[config.mk]
export PLATFORM = sky130hd
export DESIGN_NAME = opstk_top
export DESIGN_NICKNAME = d
export VERILOG_FILES = /design/src/rtl/opstk_pkg.sv /design/src/rtl/opstk_guard.sv /design/src/rtl/opstk_ram.sv /design/src/rtl/opstk_tos.sv /design/src/rtl/opstk_top.sv
export SDC_FILE = /design/constraint.sdc
export NUM_CORES = 1
export LEC_CHECK = 0
export BUFFER_PORTS_ARGS = -buffer_cell sky130_fd_sc_hd__buf_2
export CELL_PAD_IN_SITES_DETAIL_PLACEMENT = 1
export CELL_PAD_IN_SITES_GLOBAL_PLACEMENT = 1
export CORE_MARGIN = 2
export CORE_UTILIZATION = 45
export CTS_BUF_LIST = sky130_fd_sc_hd__clkbuf_2 sky130_fd_sc_hd__clkbuf_4 sky130_fd_sc_hd__clkbuf_8
export DETAILED_ROUTE_END_ITERATION = 10
export PLACE_DENSITY = 0.68
export SETUP_SLACK_MARGIN = 0.15
export SYNTH_ARGS = -nofsm -noshare
export SYNTH_HDL_FRONTEND = slang
export SYNTH_SLANG_ARGS = --single-unit
[constraint.sdc]
create_clock -name clk -period 6.35 [get_ports clk]
set_input_delay 0.635 -clock clk [delete_from_list [all_inputs] [get_ports clk]]
set_output_delay 0.635 -clock clk [all_outputs]
set_load 0.05 [all_outputs]
[src/rtl/opstk_pkg.sv]
package opstk_pkg;

  typedef enum logic [2:0] {
    OP_IDLE   = 3'd0,
    OP_PUSH   = 3'd1,
    OP_DROP   = 3'd2,
    OP_UNARY  = 3'd3,
    OP_BINARY = 3'd4,
    OP_PEEK   = 3'd5
  } op_e;

  // What a command needs from the stack and what it does to the depth.
  typedef struct packed {
    logic       known;
    logic [1:0] need;
    logic       grow;
    logic       shrink;
  } op_info_t;

  function automatic op_info_t op_decode(input logic [2:0] code);
    op_info_t r;
    r = '{known: 1'b1, need: 2'd0, grow: 1'b0, shrink: 1'b0};
    case (code)
      OP_IDLE:   r.need = 2'd0;
      OP_PUSH:   r.grow = 1'b1;
      OP_DROP:   begin r.need = 2'd1; r.shrink = 1'b1; end
      OP_UNARY:  r.need = 2'd1;
      OP_BINARY: begin r.need = 2'd2; r.shrink = 1'b1; end
      OP_PEEK:   r.need = 2'd2;
      default:   r.known = 1'b0;
    endcase
    return r;
  endfunction

endpackage

[src/rtl/opstk_guard.sv]
module opstk_guard
  import opstk_pkg::*;
#(
  parameter int DEPTH = 16,
  parameter int DW    = $clog2(DEPTH) + 1
) (
  input  logic [2:0]    op,
  input  logic [DW-1:0] depth,
  output logic          accept,
  output logic          grow,
  output logic          shrink,
  output logic          ovf,
  output logic          unf
);
  localparam logic [DW-1:0] FULL = DW'(DEPTH);

  op_info_t info;
  logic     read_bad;
  logic     write_bad;

  always_comb begin
    info      = op_decode(op);
    // read availability first: it decides underflow and masks overflow
    read_bad  = info.known && (depth < DW'(info.need));
    write_bad = info.known && info.grow && (depth == FULL);
    unf       = read_bad;
    ovf       = write_bad && !read_bad;
    accept    = info.known && !read_bad && !write_bad;
    grow      = accept && info.grow;
    shrink    = accept && info.shrink;
  end

endmodule

[src/rtl/opstk_ram.sv]
module opstk_ram #(
  parameter int WIDTH = 32,
  parameter int WORDS = 16,
  parameter int AW    = $clog2(WORDS)
) (
  input  logic             clk,
  input  logic             we,
  input  logic [AW-1:0]    waddr,
  input  logic [WIDTH-1:0] wdata,
  input  logic [AW-1:0]    raddr,
  output logic [WIDTH-1:0] rdata
);
  logic [WIDTH-1:0] mem [WORDS];

  always_ff @(posedge clk) begin
    if (we) mem[waddr] <= wdata;
  end

  // write-first read port: a word written this cycle is returned at once
  always_ff @(posedge clk) begin
    if (we && (waddr == raddr)) rdata <= wdata;
    else                        rdata <= mem[raddr];
  end

endmodule

[src/rtl/opstk_tos.sv]
module opstk_tos
  import opstk_pkg::*;
#(
  parameter int WIDTH = 32,
  parameter int DW    = 5
) (
  input  logic             clk,
  input  logic             rst,
  input  logic [2:0]       op,
  input  logic [WIDTH-1:0] din,
  input  logic             accept,
  input  logic             ovf_in,
  input  logic             unf_in,
  input  logic [DW-1:0]    depth_nxt,
  input  logic [WIDTH-1:0] third,
  output logic [WIDTH-1:0] top0,
  output logic [WIDTH-1:0] top1,
  output logic [DW-1:0]    depth,
  output logic             ovf_fault,
  output logic             unf_fault
);

  always_ff @(posedge clk) begin
    if (rst) begin
      top0      <= '0;
      top1      <= '0;
      depth     <= '0;
      ovf_fault <= 1'b0;
      unf_fault <= 1'b0;
    end else begin
      ovf_fault <= ovf_in;
      unf_fault <= unf_in;
      depth     <= depth_nxt;
      if (accept) begin
        case (op)
          OP_PUSH:   begin top0 <= din;  top1 <= top0;  end
          OP_DROP:   begin top0 <= top1; top1 <= third; end
          OP_UNARY:  top0 <= din;
          OP_BINARY: begin top0 <= din;  top1 <= third; end
          default:   ;
        endcase
      end
    end
  end

endmodule

[src/rtl/opstk_top.sv]
module opstk_top
  import opstk_pkg::*;
#(
  parameter int WIDTH = 32,
  parameter int DEPTH = 16,
  parameter int AW    = $clog2(DEPTH),
  parameter int DW    = AW + 1
) (
  input  logic             clk,
  input  logic             rst,
  input  logic [2:0]       op,
  input  logic [WIDTH-1:0] din,
  output logic [WIDTH-1:0] top0,
  output logic [WIDTH-1:0] top1,
  output logic [DW-1:0]    depth,
  output logic             ovf_fault,
  output logic             unf_fault
);
  localparam int RAM_WORDS = (DEPTH > 2) ? DEPTH - 2 : 1;
  localparam int RAW       = (RAM_WORDS > 1) ? $clog2(RAM_WORDS) : 1;

  logic             accept, grow, shrink, g_ovf, g_unf;
  logic [DW-1:0]    depth_nxt;
  logic             spill_we;
  logic [RAW-1:0]   spill_addr, fill_addr;
  logic [WIDTH-1:0] third;

  opstk_guard #(.DEPTH(DEPTH), .DW(DW)) u_guard (
    .op     (op),
    .depth  (depth),
    .accept (accept),
    .grow   (grow),
    .shrink (shrink),
    .ovf    (g_ovf),
    .unf    (g_unf)
  );

  always_comb begin
    depth_nxt = depth;
    if (grow)        depth_nxt = depth + DW'(1);
    else if (shrink) depth_nxt = depth - DW'(1);
    // a push at depth d >= 2 spills the old second entry to word d-2
    spill_we   = grow && (depth >= DW'(2));
    spill_addr = RAW'(depth - DW'(2));
    // keep the word below top1 of the next state on the read port
    fill_addr  = (depth_nxt >= DW'(3)) ? RAW'(depth_nxt - DW'(3)) : '0;
  end

  opstk_ram #(.WIDTH(WIDTH), .WORDS(RAM_WORDS), .AW(RAW)) u_ram (
    .clk   (clk),
    .we    (spill_we),
    .waddr (spill_addr),
    .wdata (top1),
    .raddr (fill_addr),
    .rdata (third)
  );

  opstk_tos #(.WIDTH(WIDTH), .DW(DW)) u_tos (
    .clk       (clk),
    .rst       (rst),
    .op        (op),
    .din       (din),
    .accept    (accept),
    .ovf_in    (g_ovf),
    .unf_in    (g_unf),
    .depth_nxt (depth_nxt),
    .third     (third),
    .top0      (top0),
    .top1      (top1),
    .depth     (depth),
    .ovf_fault (ovf_fault),
    .unf_fault (unf_fault)
  );

endmodule

==> results.md, run 1 <==
- Mapped Nets: 1089
- Largest family of logic cells by synthesized area: multiplexers
- Drt via density: 5.598
- Status: finished clean
- Setup Skew: 0.02748 ns
- Placed Instances: 1709
- Worst setup path startpoint: u_tos.depth[0]$_SDFF_PP0_
- Simple-Gate Fraction of Synth Area: 0.02610
- Max cap viols: 0
- First-pass GRT wire length: 71.39 mm
- Cts bufs inserted: 85
- Critical Path RT: 6.58 ns
- Register area share after synthesis: 0.7288
- Share of the synthesized area in the top cell type: 0.6556
- Final Max Tran Viols: 0
- Final Net Count: 1243
- Slew @ Worst Pin: 1.210 ns
- Routed WL: 46.42 mm
- Cell Chain, Critical Path: inv_1, ha_1, nand4bb_1, o211ai_1, a21oi_1, nand2_1, nor2_4
- Synth area leader: edfxtp_1
- Post-synthesis xor/xnor area fraction: 0.003354
- Avg Cell Area, Syn: 19.69 µm²
- Die ar.: 47320 µm²
- Finish-stage setup viols: 0
- Ys async rst share: 0
- Largest net degree at the start of global routing: 80
- DP Wirelength: 26.74 mm
- Post-CTS Hold Fix Bufs: 0
- Clock sink total: 523
- Clock buffer depth: 3
- Post-synth top flop: edfxtp_1
- Clock transition at path regs: 0.06 ns
- Pleak: 8.022 nW
- Gr ovfl total: 0
- Critical-path maximum fanout: 32
- Worst-Skew Late Latency: 0.64 ns
- Total GRT Usage: 0.2033
- HP Class: in -> reg
- CTS tree: built
- Cell family with most CP delay: simple AND/OR/NAND/NOR gates
- Clock Root Buffer: clkbuf_8
- Setup TNS: 0 ns
- Fillers: 4090
- Unrepaired setup endpoints after global routing: false
- Final ANT Viol Nets: 0
- DRC violations left: 0
- Hold Fails Final Rpt: 0
- Clock H-tree levels: 3
- Post-route clock period utilization: 0.5516
- Highest Signal Layer: met4
- Hold_sp: rst
- Share of cells above drive strength 1: 0.3552
- Worst VDD drop: 358.9 µV
- IO buf count: 107
- Post-Syn Area: 20520 µm²
- Pwr per Cell Area: 404.5 nW/µm²
- Post-CTS Setup Bufs: 0
- YS warnings: 0
- 1st-pass router iterations: 5
- Crit path DAT: 3.73 ns
- # diodes: 0
- Synthesized instance count: 1042
- Critical path buffers and inverters: 1
- Met2 wire length: 23.08 mm
- Slowest-stage cell, CP: nor2_4
- Starting density of the core: 0.4541
- Number of enable flip-flop cells after synthesis: 448
- Adder-cell share of the synthesized area: 0.006098
- Count leader, synth: edfxtp_1
- Post-synth top cells: edfxtp_1, mux4_2, nor2_1, dfxtp_1, mux2i_1
- Fin cells: 1867
- Iteration-0 DRC count of the detailed router: 621
- Vias in the first global route: 11210
- Mux share of post-synthesis cell area: 0.1852
- Register bit total from synthesis: 523
- DR WL met3: 2.167 mm
- Initial antenna violation count: 0
- Wire per inst: 24.86 µm
- Tmin final: 3.502 ns
- Synth cell types: 49
- Vias: 10450
- R2r startpoint: u_tos.depth[0]$_SDFF_PP0_
- Max Freq: 0.2855 GHz
- Worst slew margin: 0.1905
- WL met1: 20.30 mm
- Die Y: 217.5 µm
- IO Pins: 108
- Gpl congestion: 0.7270
- Compound-Gate Fraction of Synth Area: 0.03598
- Setup CP Type: reg -> reg
- Area contributors post-synth: edfxtp_1, mux4_2, dfxtp_1
- CP max stage delay: 0.98 ns
- Core Footprint: 45190 µm²
- CP endpoint kind: flip-flop
- CP startpoint kind: flip-flop
- Site row count: 78
- Die Wd: 217.5 µm
- Area growth, synth to finish: 15.38%
- Post-CTS sizing: 0
placed cells by master (no fill, tap or decap), drive strengths merged, types with 2 or more instances in the layout:
cell type	count
a211oi	56
a21boi	2
a21oi	15
a31oi	2
and2	2
buf	128
bufinv	4
clkbuf	127
clkinv	21
clkinvlp	2
dfxtp	75
edfxtp	448
ha	10
inv	12
mux2	32
mux2i	58
mux4	127
nand2	20
nand2b	3
nand4	2
nor2	77
nor3	6
o211ai	2
o21ai	2
o221ai	9
or2	2
or3b	2
xnor2	5
xor2	2
metal layers:
metal / vias to the layer above / global-route usage
li1: 4606 / -
met1: 5509 / 0.2758
met2: 267 / 0.3330
met3: 69 / 0.04086
met4: 0 / 0.06324
met5: - / 0
flip-flops by register name, summed over array words and instances (netlist names), named ones only:
signal,cells
u_tos.top1,32
u_tos.ovf_fault,1
u_tos.unf_fault,1
u_ram.mem,448
u_tos.top0,32
u_tos.depth,5
kinds of logic (layout without fill, tap and decap cells):
group                      after synthesis  in the layout
xor gates and xnor gates                 7              7
muxes                                  217            217
AOI/OAI and AO/OA                       96             96
buffers and inverters                   69            294
DFF                                    523            523
adders and majority gates               10             10
and+or+nand+nor                        120            120
worst register-to-register path: cells and delay by family (launching register included):
kind	cells	cell delay, ns
buffers and inverters	1	0.15
AND/OR/NAND/NOR	3	1.51
adder cells (fa/ha/maj)	1	0.24
flip-flops	1	0.54
AO/OA/AOI/OAI	2	0.64
area by class of cell:
cell class / instances / area (µm²) / area share
clock inverters: 31 / 277.8 / 0.01173
clock buffers: 127 / 1548 / 0.06537
flip-flops and latches: 523 / 14960 / 0.6320
inverters: 8 / 30.03 / 0.001268
repair buffers: 128 / 708.2 / 0.02991
well taps: 600 / 750.7 / 0.03171
multi-input cells: 450 / 5398 / 0.2280
path summary, 6_finish.rpt:
path | end | slack, ns | cells after the start
worst max-delay path | u_ram.mem[5][23]$_DFFE_PP_ | 2.85 | 7
worst max register to register | u_ram.mem[5][23]$_DFFE_PP_ | 2.85 | 7
worst min-delay path | u_tos.top0[18]$_SDFFE_PP0P_ | 0.22 | 2
worst min register to register | u_tos.top0[28]$_SDFFE_PP0P_ | 0.52 | 2
through the flow:
step                        util  cell area, µm²  hold slack [ns]  setup WS [ns]  power [mW]
after detailed placement  0.4836           21850           0.5206          2.711       6.616
after CTS                 0.5240           23680           0.1678          2.787       9.724
final                     0.5240           23680           0.2210          2.848       9.577
after floorplan                -           20520           0.7228          1.741       5.961
after global routing      0.5240           23680           0.1863          2.524       10.02
after global placement    0.4836           21850           0.5070          2.797       6.567
power by group:
part           total (mW)  switching, mW  internal [mW]
clock                3.09           1.34           1.74
sequential           4.36          0.385           3.98
combinational        2.13           1.15          0.979
Power figures use the tool's default switching activity.
==> run 2, diff against run 1 <==
Settings changed: PLACE_DENSITY 0.68 to 0.7.
Clock period 6.35 ns to 3 ns, I/O delays scaled along.
==> results.md, run 2 (synthesized netlist as in run 1, its figures left out) <==
- Pwr per Cell Area: 824.5 nW/µm² (+100%)
- CP max stage delay: 0.44 ns (-0.54 ns)
- Hold Fails Final Rpt: 0 (unchanged)
- Gate power share: 0.247 (+0.024)
- Site row count: 78 (unchanged)
- Crit path DAT: 3.11 ns (-0.62 ns)
- CP startpoint kind: flip-flop
- Critical-path maximum fanout: 20 (-38%)
- RR Endpoint: u_ram.mem[3][13]$_DFFE_PP_
- Max reg flops: 448 (unchanged)
- Largest regs: u_ram.mem: 448 flops, u_tos.top0: 32 flops, u_tos.top1: 32 flops
- Iteration-0 DRC count of the detailed router: 836 (+35%)
- Max cap viols: 0 (unchanged)
- Fin cells: 1950 (+4.4%)
- Die Y: 217.5 µm (unchanged)
- Post-route clock period utilization: 0.9291 (+0.3775)
- Gpl congestion: 0.7805 (+7.4%)
- Finish-stage setup viols: 0 (unchanged)
- Clock buffer depth: 3 (unchanged)
- Critical path buffers and inverters: 3 (+2)
- Initial antenna violation count: 1 (+1)
- Vias: 10880 (+4.1%)
- Wire per inst: 24.65 µm (-0.84%)
- HP Class: in -> reg
- Max Freq: 0.3588 GHz (+26%)
- Pleak: 8.454 nW (+5.4%)
- Drt via density: 5.578 (-0.35%)
- Most frequent cells in the layout: edfxtp_1, mux4_2, buf_2
- Starting density of the core: 0.4541 (unchanged)
- Proportion of power drawn by the clock network: 0.306 (-0.016)
- Cell family with most CP delay: simple AND/OR/NAND/NOR gates
- Worst-Skew Late Latency: 0.65 ns (about the same)
- Gr ovfl total: 0 (unchanged)
- Clock transition at path regs: 0.06 ns (about the same)
- Core Footprint: 45190 µm² (unchanged)
- Hold_sp: din[9]
- CP endpoint kind: flip-flop
- Hold Path End: u_tos.top0[9]$_SDFFE_PP0P_
- Final Net Count: 1326 (+6.7%)
- Total net switching power: 6.175 mW (+110%)
- Unrepaired setup endpoints after global routing: false
- Worst setup path startpoint: u_tos.depth[2]$_SDFF_PP0_
- Commonest non-fill, non-tap cell in the layout: edfxtp_1
- CTS tree: built
- R2r startpoint: u_tos.depth[2]$_SDFF_PP0_
- Setup CP Type: reg -> reg
- Hold depth: 3 (+1)
- Die ar.: 47320 µm² (unchanged)
- IO buf count: 107 (unchanged)
- Cts bufs inserted: 85 (unchanged)
- Sw Share: 0.3044 (+0.003356)
- Worst slew margin: 0.4039 (+0.2135)
- Tmin final: 2.787 ns (-0.7152 ns)
- Total GRT Usage: 0.2084 (+0.005044)
- Cell Chain, Critical Path: inv_1, ha_1, xnor2_1, nand2_1, buf_4, nor2_4, buf_12
- Pre-CTS WS: 0.02673 ns (-2.685 ns)
- R2r setup slk: 0.21 ns (-2.63 ns)
- Final ANT Viol Nets: 0 (unchanged)
- Routed WL: 48.07 mm (+3.6%)
- Slowest-stage cell, CP: dfxtp_2
- Die Wd: 217.5 µm (unchanged)
- Clock H-tree levels: 3 (unchanged)
- Setup Skew: 0.02877 ns (+0.001292 ns)
- R2R cell count: 7 (unchanged)
- First-pass GRT wire length: 73.24 mm (+2.6%)
- Critical Path RT: 3.32 ns (-3.26 ns)
- Worst VDD drop: 500.1 µV (+39%)
- Final Max Tran Viols: 0 (unchanged)
- Status: finished clean
- DP Wirelength: 27.91 mm (+4.4%)
- Most flops, register: u_ram.mem
- Post-place instance area: 22290 µm² (+2.0%)
- IO Pins: 108 (unchanged)
- Largest net degree at the start of global routing: 72 (-10%)
- Clock sink total: 523 (unchanged)
- Internal: 14.11 mW (+110%)
- Vias in the first global route: 11580 (+3.3%)
- Slew @ Worst Pin: 0.8941 ns (-0.3159 ns)
- Core Util, Final: 0.5445 (+0.02049)
- Setup TNS: 0 ns (unchanged)
- Clock Root Buffer: clkbuf_8
- Part of the power in registers: 0.447 (-0.008)
- Final WS setup: 0.2128 ns (-2.635 ns)
- DRC violations left: 0 (unchanged)
- Area growth, synth to finish: 19.90%
- Placed Instances: 1732 (+1.3%)
- Final Cell Area: 24600 µm² (+3.9%)
- 1st-pass router iterations: 7 (+2)
- Share of cells above drive strength 1: 0.3788 (+0.02363)
[run 2: changes by cell type in the layout (fill, tap and decap cells not counted), sizes merged]
cell         previous run  this run
bufinv                  4         0
clkbuf                127       133
buf                   128       186
dlygate4sd3             0        24
clkinv                 21        19
clkinvlp                2         1
diode                   0         1
nor2                   77        78
[run 2: how the worst max path moves through the flow]
stage	end	depth (start not counted)
after floorplan	u_ram.mem[12][0]$_DFFE_PP_	7
after global placement	flip-flop	10
after detailed placement	flip-flop	10
after CTS	u_ram.mem[4][2]$_DFFE_PP_	10
after global routing	u_ram.mem[3][13]$_DFFE_PP_	7
final	u_ram.mem[3][13]$_DFFE_PP_	7
[run 2: per-stage QoR]
step | hold WS, ns | power [mW]
finish | 0.03113 | 20.29
global route | 0.02165 | 21.19
CTS | 0.001394 | 20.47
detailed placement | 0.5118 | 14.22
global placement | 0.4987 | 14.10
floorplan | 0.4866 | 12.68
[run 2: layout make-up]
cell class,count,area [µm²]
sequential,523,14970
clock inverter,24,131.4
fill,4073,20580
multi-input combinational,451,5430
antenna,1,2.502
clock buffer,133,1612
inverter,8,30.03
timing repair buffer,210,1672
tap,600,750.7
[run 2: power by group through the flow]
stage	Sequential, mW	Combinational [mW]	Clock, mW
after floorplan	9.53	3.16	0
after global placement	9.18	4.91	0
after detailed placement	9.23	4.99	0
after CTS	9.08	5.05	6.35
after global routing	9.14	5.36	6.69
final	9.06	5.01	6.21
[run 2: per-layer routing]
metal,track usage,wire [µm],vias to the layer above
li1,-,-,4772
met1,0.2879,21120,5765
met2,0.3423,23950,302
met3,0.03794,2427,38
met4,0.05708,567,0
met5,0,0,-
[run 2: what timing repair did]
| item | CTS | global route |
|---|---|---|
| hold endpoints to repair | 24 | 0 |
| gates cloned | 1 | 0 |
| setup buffers | 2 | 33 |
| pin swaps | 2 | 7 |
| setup endpoints to repair | 36 | 116 |
| hold buffers | 24 | 0 |
| resized for setup | 1 | 0 |
[run 2: worst min-delay path: cells and delay by family]
family / cells / cell delay (ns)
buffers and inverters: 1 / 0.10
muxes: 1 / 0.14
AOI/OAI and AO/OA: 1 / 0.09
==> run 3, diff against run 2 <==
Settings changed: BUFFER_PORTS_ARGS -buffer_cell sky130_fd_sc_hd__buf_2 to -buffer_cell sky130_fd_sc_hd__buf_4, PLACE_DENSITY 0.7 to 0.68, RECOVER_POWER from default to 100.
Clock period 3 ns to 3.1 ns, I/O delays scaled along.
==> results.md, run 3 (synthesized netlist as in run 1, its figures left out) <==
- Final Net Count: 1288 (-2.9%)
- Fin cells: 1911 (-2.0%)
- Cts bufs inserted: 87 (+2.4%)
- Drt via density: 5.590 (+0.22%)
- Vias: 10680 (-1.8%)
- Worst-Skew Late Latency: 0.63 ns (-0.02 ns)
- Most flops, register: u_ram.mem
- R2r setup slk: 0.29 ns (+0.08 ns)
- Initial antenna violation count: 0 (-1)
- Max reg flops: 448 (unchanged)
- Placed Instances: 1742 (+0.58%)
- Final WS setup: 0.2942 ns (+0.08137 ns)
- Post-CTS Setup Bufs: 0 (-2)
- Wire per inst: 25.59 µm (+3.8%)
- Hold_sp: din[1]
- # diodes: 0 (-1)
- Die ar.: 47320 µm² (unchanged)
- Final Cell Area: 24050 µm² (-2.2%)
- Tot Pwr: 19.78 mW (-2.5%)
- Post-place instance area: 22610 µm² (+1.4%)
- Total GRT Usage: 0.2134 (+0.005051)
- Critical-path maximum fanout: 32 (+60%)
- RR Endpoint: u_ram.mem[6][24]$_DFFE_PP_
- Status: finished clean
- CP startpoint kind: flip-flop
- Clock Root Buffer: clkbuf_8
- First-pass GRT wire length: 74.95 mm (+2.3%)
- IO Pins: 108 (unchanged)
- Setup CP Type: reg -> reg
- Setup TNS: 0 ns (unchanged)
- Setup Skew: 0.02368 ns (-0.005088 ns)
- Starting density of the core: 0.4541 (unchanged)
- Worst slew margin: 0.4209 (+0.01698)
- Site row count: 78 (unchanged)
- Critical Path RT: 3.34 ns (+0.02 ns)
- DRC violations left: 0 (unchanged)
- Pleak: 7.987 nW (-5.5%)
- Clock buffer depth: 3 (unchanged)
- Max Freq: 0.3564 GHz (-0.66%)
- DP Wirelength: 29.64 mm (+6.2%)
- Clock H-tree levels: 3 (unchanged)
- Fillers: 4148 (+1.8%)
- Slew @ Worst Pin: 0.8687 ns (-0.02546 ns)
- Hold Fails Final Rpt: 0 (unchanged)
- Die Wd: 217.5 µm (unchanged)
- Worst hold margin: 0.04104 ns (+0.009907 ns)
- Share of cells above drive strength 1: 0.3028 (-0.07598)
- Largest net degree at the start of global routing: 55 (-24%)
- Unrepaired setup endpoints after global routing: false
- R2r startpoint: u_tos.depth[3]$_SDFF_PP0_
- Vias in the first global route: 11760 (+1.5%)
- CTS tree: built
- Hold Path End: u_tos.top0[1]$_SDFFE_PP0P_
- Crit path DAT: 3.05 ns (-0.06 ns)
- CP endpoint kind: flip-flop
- Largest regs: u_ram.mem: 448 flops, u_tos.top0: 32 flops, u_tos.top1: 32 flops
- Core Footprint: 45190 µm² (unchanged)
- Routed WL: 48.90 mm (+1.7%)
- Pre-CTS WS: 0.1496 ns (+0.1228 ns)
- Max cap viols: 0 (unchanged)
- 1st-pass router iterations: 5 (-2)
- Most frequent cells in the layout: edfxtp_1, mux4_2, clkbuf_8
- Gpl congestion: 0.7725 (-1.0%)
- Clock transition at path regs: 0.07 ns (about the same)
- Core Util, Final: 0.5322 (-0.01224)
- Commonest non-fill, non-tap cell in the layout: edfxtp_1
- Worst VDD drop: 372.6 µV (-25%)
- Area growth, synth to finish: 17.20%
- Clock sink total: 523 (unchanged)
- Pwr per Cell Area: 822.3 nW/µm² (-0.27%)
- Iteration-0 DRC count of the detailed router: 826 (-1.2%)
- Finish-stage setup viols: 0 (unchanged)
- HP Class: in -> reg
- Post-route clock period utilization: 0.9051 (-0.02396)
- Final Max Tran Viols: 0 (unchanged)
- Tmin final: 2.806 ns (+0.01863 ns)
- Hold depth: 3 (unchanged)
- Gr ovfl total: 0 (unchanged)
- Die Y: 217.5 µm (unchanged)
- Final ANT Viol Nets: 0 (unchanged)
- IO buf count: 107 (unchanged)
- R2R cell count: 7 (unchanged)
run 3: worst max-delay path, stage by stage, from the launching register on:
cell	delay (ns)
dfxtp_1	0.66
nand4bb_1	0.29
o211ai_1	0.18
clkbuf_1	0.19
a21oi_2	0.23
nand2_1	0.20
nor2_4	0.11
clkbuf_4	0.53
run 3: final cells by class:
cell class	instances	area, µm²	area share
clock buffers	136	1647	0.06847
clock inverters	23	158.9	0.006607
well taps	600	750.7	0.03122
inverters	8	30.03	0.001249
multi-input cells	450	5300	0.2204
flip-flops and latches	523	14970	0.6226
repair buffers	171	1191	0.04953
run 3: routing by layer:
metal	GRT usage	routed length, µm	vias to the layer above
met5	0	0	-
met4	0.06005	1052	0
met3	0.04100	2043	81
met2	0.3478	24010	286
met1	0.2953	21790	5630
li1	-	-	4686
run 3: worst max-delay path by stage:
stage | startpoint | end | slack [ns] | cells past startpoint
2_1_floorplan | u_tos.depth[2]$_SDFF_PP0_ | u_ram.mem[6][0]$_DFFE_PP_ | 0.09 | 5
3_3_place_gp | op[1] | flip-flop | 0.28 | 12
3_5_place_dp | op[1] | flip-flop | 0.15 | 12
4_1_cts | u_tos.depth[0]$_SDFF_PP0_ | u_ram.mem[8][29]$_DFFE_PP_ | 0.25 | 9
5_1_grt | u_tos.depth[3]$_SDFF_PP0_ | u_ram.mem[6][22]$_DFFE_PP_ | 0.11 | 7
6_report | u_tos.depth[3]$_SDFF_PP0_ | u_ram.mem[6][24]$_DFFE_PP_ | 0.29 | 7
run 3: repair_timing:
| action | CTS | global route |
|---|---|---|
| setup endpoints to repair | 0 | 106 |
| hold buffers | 10 | 0 |
| resized for setup | 0 | 3 |
| hold endpoints to repair | 10 | 0 |
run 3: power breakdown:
part           internal [mW]  switching, mW  leakage, nW
clock network           3.54           2.71        0.962
registers               8.15          0.725         4.74
logic                   2.13           2.53         2.28
